[src/rtl/slv_irq_pkg.sv]
package slv_irq_pkg;
  typedef enum logic [1:0] {
    HIT_NONE   = 2'd0,
    HIT_STATUS = 2'd1,
    HIT_ENABLE = 2'd2
  } reg_hit_e;
endpackage

[src/rtl/slv_irq_status_word.sv]
module slv_irq_status_word #(
  parameter int unsigned DATA_W = 32
) (
  input  logic              clk,
  input  logic              rst,
  input  logic [DATA_W-1:0] set_i,
  input  logic [DATA_W-1:0] clr_i,
  output logic [DATA_W-1:0] q
);
  // set has priority over clear on the same bit
  always_ff @(posedge clk) begin
    if (rst) q <= '0;
    else     q <= (q & ~clr_i) | set_i;
  end

  // an event always leaves its bit set
  a_r4_set_wins: assert property (@(posedge clk) disable iff (rst)
    (!rst) |=> ((q & $past(set_i)) == $past(set_i)));

  // bits without a clear never fall
  a_r2_sticky: assert property (@(posedge clk) disable iff (rst)
    (!rst) |=> (($past(q) & ~$past(clr_i) & ~q) == '0));

  // cleared bits without a colliding event are zero
  a_r3_clear: assert property (@(posedge clk) disable iff (rst)
    (!rst) |=> ((q & $past(clr_i) & ~$past(set_i)) == '0));
endmodule

[src/rtl/slv_irq_regif.sv]
module slv_irq_regif
  import slv_irq_pkg::*;
#(
  parameter int unsigned ADDR_W      = 8,
  parameter int unsigned DATA_W      = 32,
  parameter int unsigned NUM_WORDS   = 4,
  parameter int unsigned NUM_SLV     = 16,
  parameter int unsigned STATUS_BASE = 'h20,
  parameter int unsigned ENABLE_ADDR = 'h30
) (
  input  logic                          clk,
  input  logic                          rst,
  input  logic                          wr_en,
  input  logic                          rd_en,
  input  logic [ADDR_W-1:0]             addr,
  input  logic [DATA_W-1:0]             wdata,
  input  logic [NUM_WORDS*DATA_W-1:0]   status_words,
  output logic [NUM_WORDS*DATA_W-1:0]   clr_words,
  output logic [NUM_SLV-1:0]            enable_q,
  output logic [DATA_W-1:0]             rdata
);
  localparam int unsigned WIDX_W   = (NUM_WORDS > 1) ? $clog2(NUM_WORDS) : 1;
  localparam int unsigned SPAN_B   = NUM_WORDS * (DATA_W / 8);

  reg_hit_e              hit;
  logic [ADDR_W-1:0]     off;
  logic [WIDX_W-1:0]     word_idx;

  always_comb begin
    hit      = HIT_NONE;
    off      = addr - ADDR_W'(STATUS_BASE);
    word_idx = off[WIDX_W+1:2];
    if (addr == ADDR_W'(ENABLE_ADDR)) begin
      hit = HIT_ENABLE;
    end else if ((addr >= ADDR_W'(STATUS_BASE)) && (off < ADDR_W'(SPAN_B)) &&
                 (addr[1:0] == 2'b00)) begin
      hit = HIT_STATUS;
    end
  end

  for (genvar w = 0; w < NUM_WORDS; w++) begin : g_clr
    assign clr_words[w*DATA_W +: DATA_W] =
      (wr_en && (hit == HIT_STATUS) && (word_idx == WIDX_W'(w))) ? wdata : '0;
  end

  always_ff @(posedge clk) begin
    if (rst) begin
      enable_q <= '0;
    end else if (wr_en && (hit == HIT_ENABLE)) begin
      enable_q <= wdata[NUM_SLV-1:0];
    end
  end

  always_ff @(posedge clk) begin
    if (rst) begin
      rdata <= '0;
    end else if (rd_en) begin
      case (hit)
        HIT_STATUS: rdata <= status_words[int'(word_idx)*DATA_W +: DATA_W];
        HIT_ENABLE: rdata <= DATA_W'(enable_q);
        default:    rdata <= '0;
      endcase
    end
  end

  // read data holds without a read strobe
  a_r10_rdata_hold: assert property (@(posedge clk) disable iff (rst)
    (!rst && !rd_en) |=> $stable(rdata));

  // mask bits above the slave count read back as zero
  a_r5_mask_upper_zero: assert property (@(posedge clk) disable iff (rst)
    (!rst && rd_en && (hit == HIT_ENABLE)) |=> (rdata[DATA_W-1:NUM_SLV] == '0));
endmodule

[src/rtl/slv_irq_summary.sv]
module slv_irq_summary #(
  parameter int unsigned NUM_SLV = 16,
  parameter int unsigned BYTE_W  = 8
) (
  input  logic                      clk,
  input  logic                      rst,
  input  logic [NUM_SLV*BYTE_W-1:0] status,
  input  logic [NUM_SLV-1:0]        enable,
  output logic                      irq
);
  logic [NUM_SLV-1:0] pend;

  for (genvar s = 0; s < NUM_SLV; s++) begin : g_pend
    assign pend[s] = (|status[s*BYTE_W +: BYTE_W]) & enable[s];
  end

  always_ff @(posedge clk) begin
    if (rst) irq <= 1'b0;
    else     irq <= |pend;
  end

  // an enabled pending slave raises the line one edge later
  a_r6_irq_rise: assert property (@(posedge clk) disable iff (rst)
    (!rst && (|pend)) |=> irq);

  // no enabled pending slave drops the line one edge later
  a_r7_irq_fall: assert property (@(posedge clk) disable iff (rst)
    (!rst && !(|pend)) |=> !irq);
endmodule

[src/rtl/slv_irq_collect.sv]
module slv_irq_collect #(
  parameter int unsigned NUM_SLV     = 16,
  parameter int unsigned SLV_BYTE_W  = 8,
  parameter int unsigned DATA_W      = 32,
  parameter int unsigned ADDR_W      = 8,
  parameter int unsigned STATUS_BASE = 'h20,
  parameter int unsigned ENABLE_ADDR = 'h30
) (
  input  logic                          clk,
  input  logic                          rst,
  input  logic [NUM_SLV*SLV_BYTE_W-1:0] evt_set,
  input  logic                          reg_wr_en,
  input  logic                          reg_rd_en,
  input  logic [ADDR_W-1:0]             reg_addr,
  input  logic [DATA_W-1:0]             reg_wdata,
  output logic [DATA_W-1:0]             reg_rdata,
  output logic                          irq_o
);
  localparam int unsigned SLV_PER_WORD = DATA_W / SLV_BYTE_W;
  localparam int unsigned NUM_WORDS    = (NUM_SLV + SLV_PER_WORD - 1) / SLV_PER_WORD;
  localparam int unsigned STATUS_W     = NUM_WORDS * DATA_W;
  localparam int unsigned EVT_W        = NUM_SLV * SLV_BYTE_W;

  logic [STATUS_W-1:0] set_words;
  logic [STATUS_W-1:0] clr_words;
  logic [STATUS_W-1:0] status_words;
  logic [NUM_SLV-1:0]  enable_q;

  assign set_words = STATUS_W'(evt_set);

  for (genvar w = 0; w < NUM_WORDS; w++) begin : g_word
    slv_irq_status_word #(.DATA_W(DATA_W)) word_i (
      .clk   (clk),
      .rst   (rst),
      .set_i (set_words[w*DATA_W +: DATA_W]),
      .clr_i (clr_words[w*DATA_W +: DATA_W]),
      .q     (status_words[w*DATA_W +: DATA_W])
    );
  end

  slv_irq_regif #(
    .ADDR_W      (ADDR_W),
    .DATA_W      (DATA_W),
    .NUM_WORDS   (NUM_WORDS),
    .NUM_SLV     (NUM_SLV),
    .STATUS_BASE (STATUS_BASE),
    .ENABLE_ADDR (ENABLE_ADDR)
  ) regif_i (
    .clk          (clk),
    .rst          (rst),
    .wr_en        (reg_wr_en),
    .rd_en        (reg_rd_en),
    .addr         (reg_addr),
    .wdata        (reg_wdata),
    .status_words (status_words),
    .clr_words    (clr_words),
    .enable_q     (enable_q),
    .rdata        (reg_rdata)
  );

  slv_irq_summary #(
    .NUM_SLV (NUM_SLV),
    .BYTE_W  (SLV_BYTE_W)
  ) summary_i (
    .clk    (clk),
    .rst    (rst),
    .status (status_words[EVT_W-1:0]),
    .enable (enable_q),
    .irq    (irq_o)
  );
endmodule

[config.mk]
export PLATFORM = sky130hd
export DESIGN_NAME = slv_irq_collect
export DESIGN_NICKNAME = d
export VERILOG_FILES = /design/src/rtl/slv_irq_pkg.sv /design/src/rtl/slv_irq_status_word.sv /design/src/rtl/slv_irq_regif.sv /design/src/rtl/slv_irq_summary.sv /design/src/rtl/slv_irq_collect.sv
export SDC_FILE = /design/constraint.sdc
export NUM_CORES = 1
export LEC_CHECK = 0
export CORE_MARGIN = 2
export CORE_UTILIZATION = 30
export CTS_CLUSTER_DIAMETER = 60
export CTS_CLUSTER_SIZE = 14
export DETAILED_ROUTE_END_ITERATION = 10
export PLACE_DENSITY = 0.59
export SLEW_MARGIN = 0
export SYNTH_ARGS = -nofsm -noshare
export SYNTH_HDL_FRONTEND = slang
export SYNTH_HIERARCHICAL = 1
export SYNTH_SLANG_ARGS = --single-unit
[constraint.sdc]
create_clock -name clk -period 2.4 [get_ports clk]
set_clock_uncertainty 0.05 [all_clocks]
set_input_delay 0.6 -clock clk [delete_from_list [all_inputs] [get_ports clk]]
set_output_delay 0.6 -clock clk [all_outputs]
set_load 0.005 [all_outputs]
==> reports/results.ini <==
[synth]
yosysSeqAreaShare_pct=41.6
synth_edf_count=0
postSynthCellCount=975
synth_area_leader_cell=dfxtp_1
synth_seq_cells=177
synth.distinct_cells=39
synthTopCellsByArea=dfxtp_1, nand2b_1, and2_1, mux4_2, a21oi_1
synthesis.area_per_instance_um2=8.73
ys_warn_count=6
syn_area_um2=8510
synth_nets=1148
synth_top_area_share_pct=41.6
ys_async_sr_fraction_pct=0
ys.flop_type=dfxtp_1

[placement]
place.gp.congestion=0.844
port_buffers=204
dp_hpwl_um=20400
dpl_cell_area_um2=11100
dp.cells=1544
place_ws_ps=-597

[layout]
multi_input_area_um2=4140
final_cell_count_no_fill=1579
final_nets=1360
area_delta_synth_final_pct=37.9
drive_above_1_share_pct=9.08
fillerInstances=2800
final_util_pct=42.1
seqCellArea_um2=3540
finalInstanceArea_um2=11700

[clocking]
cts_buffers=17
cts_tree=yes
path_clk_slew_ps=80
clkSinkCount=177
htree_num_levels=4
cts_buffer_depth=2
clk-insertion-delay-late_ps=430
cts_hold_repair.buffers=0
clockRootBuffer=clkbuf_16

[timing]
slew_headroom_pct=67.4
fmax_mhz=438
hold_viol=0
timing.final.ws_setup_ps=117
slew_viol_final=0
post-route-period-util_pct=95.1
setup_viol_count_final=0
rsz0062_at_grt=no
fin_setup_tns_ps=0
worst_pin_slew_ps=489
hold_slack_ps=403
fin_crit_ps=2280

[die]
die_y_um=172
initial_core_util_pct=30.5
die_w_um=172
rows=61
io_pins=205
core_region_area_um2=27900
die-area_um2=29700

[power_and_ir_drop]
peakVddDrop_v=0.000456
p_int_mw=5.29
p_sw_share_pct=25.7
pwr-share-comb_pct=12.5
p_leak_nw=4.89
p_per_area_nw_per_um2=607
p_sw_mw=1.83
p_seq_share_pct=45.6
finalPower_mw=7.12
clkPwrFrac_pct=41.9

[worst_setup_path]
cp_num_buf_inv=3
path_cells=clkdlybuf4s50_1 > xor2_1 > or2_2 > nor4_4 > buf_4 > buf_8 > and2_1 > nand2b_1 > a21oi_1
cpPeakStageDelay_ps=560
worst_setup_path_start_kind=input port
arrival_ps=2530
cp_top_family=buffers and inverters
criticalPathCategory=in -> reg
crit_slowest_cell=clkdlybuf4s50_1
path_max_fanout=10
required_ps=2640
endpoint_kind=flop

[route]
wl_per_cell_um=17.1
drt_iter0_drc=599
detail-route-antenna-nets=0
vias=7336
drc_errors=0
wirelength_um=27000
drtPass1Iterations=5
post_drt_via_cell_ratio=4.65

[global_routing]
grt_max_degree=88
grt_pass1_vias=7366
overflow=0
grt_pass1_wl_um=41400
antenna_found_initial=1
grt_usage_pct=18.4

[run_status]
status=completed

[run]
drv_cap=0

[worst_hold_path]
worst_hold_path_type=reg -> reg

==> layer usage <==
| layer | up-vias | GRT usage, % | share of wire, % |
|---|---|---|---|
| li1 | 3626 | - | - |
| met1 | 3475 | 24.9 | 46 |
| met2 | 221 | 30.5 | 47 |
| met3 | 14 | 4.01 | 6.1 |
| met4 | 0 | 3.58 | 0.87 |
| met5 | - | 0 | 0 |
==> power groups by stage <==
stage,clock network [mW],registers (mW),logic (mW)
floorplan,0,3.26,0.434
global placement,0,3.31,0.886
detailed placement,0,3.31,0.894
CTS,3.05,3.25,0.899
global route,3.16,3.27,0.978
finish,2.98,3.25,0.889
==> final cells by class <==
| type | instances | area share [%] |
|---|---|---|
| sequential | 177 | 30.2 |
| clock inverter | 15 | 1.68 |
| tap | 378 | 4.03 |
| timing repair buffer | 238 | 20.4 |
| inverter | 147 | 4.70 |
| antenna | 1 | 0.0213 |
| clock buffer | 17 | 3.63 |
| multi-input combinational | 606 | 35.3 |
==> cells by family (layout without fill, tap and decap cells) <==
family	count (synthesis)	in the layout	share of synthesized area, %
DFF	177	177	41.6
xor gates and xnor gates	1	1	0.103
other	0	1	0
muxes	48	48	10.4
AOI/OAI and AO/OA	171	171	11.3
adders and majority gates	1	1	0.147
buffers and inverters	192	417	9.93
and+or+nand+nor	385	385	26.5
==> synth_stat cells (all sizes together) (2+ instances only) <==
| master | n |
|---|---|
| inv | 146 |
| mux2i | 16 |
| nor4 | 33 |
| a22o | 2 |
| and2 | 128 |
| nor2 | 33 |
| mux4 | 32 |
| nand2b | 129 |
| nor3 | 18 |
| a21oi | 128 |
| a211oi | 2 |
| a221oi | 16 |
| a222oi | 2 |
| and3b | 2 |
| nand2 | 34 |
| buf | 23 |
| dfxtp | 177 |
| or2 | 2 |
| a22oi | 4 |
| clkbuf | 22 |
| o21ai | 16 |
==> repair_timing <==
| action | CTS | global route |
|---|---|---|
| buffers inserted | 1 | 0 |
| setup endpoints to repair | 127 | 0 |
| resized for setup | 9 | 0 |
| hold endpoints to repair | 0 | 0 |
==> cell usage in the layout, fill, tap and decap left out, types with 2 or more instances in the layout <==
cell type        synthesis  final
mux2i_1                 16     16
nor2_1                  33     33
bufinv_16                0      3
nand2_1                 34     34
buf_2                    6      2
inv_1                  146    146
nor4_1                  33     32
buf_12                   0      8
and3b_1                  2      2
a211oi_1                 2      2
dlygate4sd2_1            0      2
a222oi_1                 2      2
a22o_1                   2      2
mux4_2                  32     32
inv_6                    0      5
clkinvlp_4               0      3
nand2b_1               129    129
buf_6                   15      2
dfxtp_1                177    177
a22oi_1                  4      4
nor3_2                   1      2
a221oi_2                 2      2
buf_4                    1     24
clkdlybuf4s50_1          0    199
a221oi_1                14     14
and2_1                 128    128
o21ai_1                 10     10
clkbuf_16                0     17
nor3_1                  16     15
o21ai_0                  6      6
a21oi_1                128    128
==> registers in the layout, indices dropped and copies added, names as in the netlist <==
register          cells
g_word.word_i/q     128
regif_i/enable_q     16
regif_i/rdata        32
summary_i/irq         1
==> worst reg2reg max path, delay by kind of cell (launching register included) <==
kind,cells,cell delay (ps)
AND/OR/NAND/NOR,2,610
AO/OA/AOI/OAI,3,590
flip-flops,1,320
==> final timing paths <==
| check | depth (start not counted) | end | startpoint | slack [ps] |
|---|---|---|---|---|
| worst max-delay path | 9 | g_word[0].word_i/q[0] | reg_addr[7] | 120 |
| worst min-delay path | 2 | regif_i/rdata[23] | regif_i/rdata[23] | 400 |
| worst max register to register | 5 | summary_i/irq | g_word[0].word_i/q[21] | 690 |
| worst min register to register | 2 | regif_i/rdata[23] | regif_i/rdata[23] | 400 |
(Power assumes the default switching activity.)
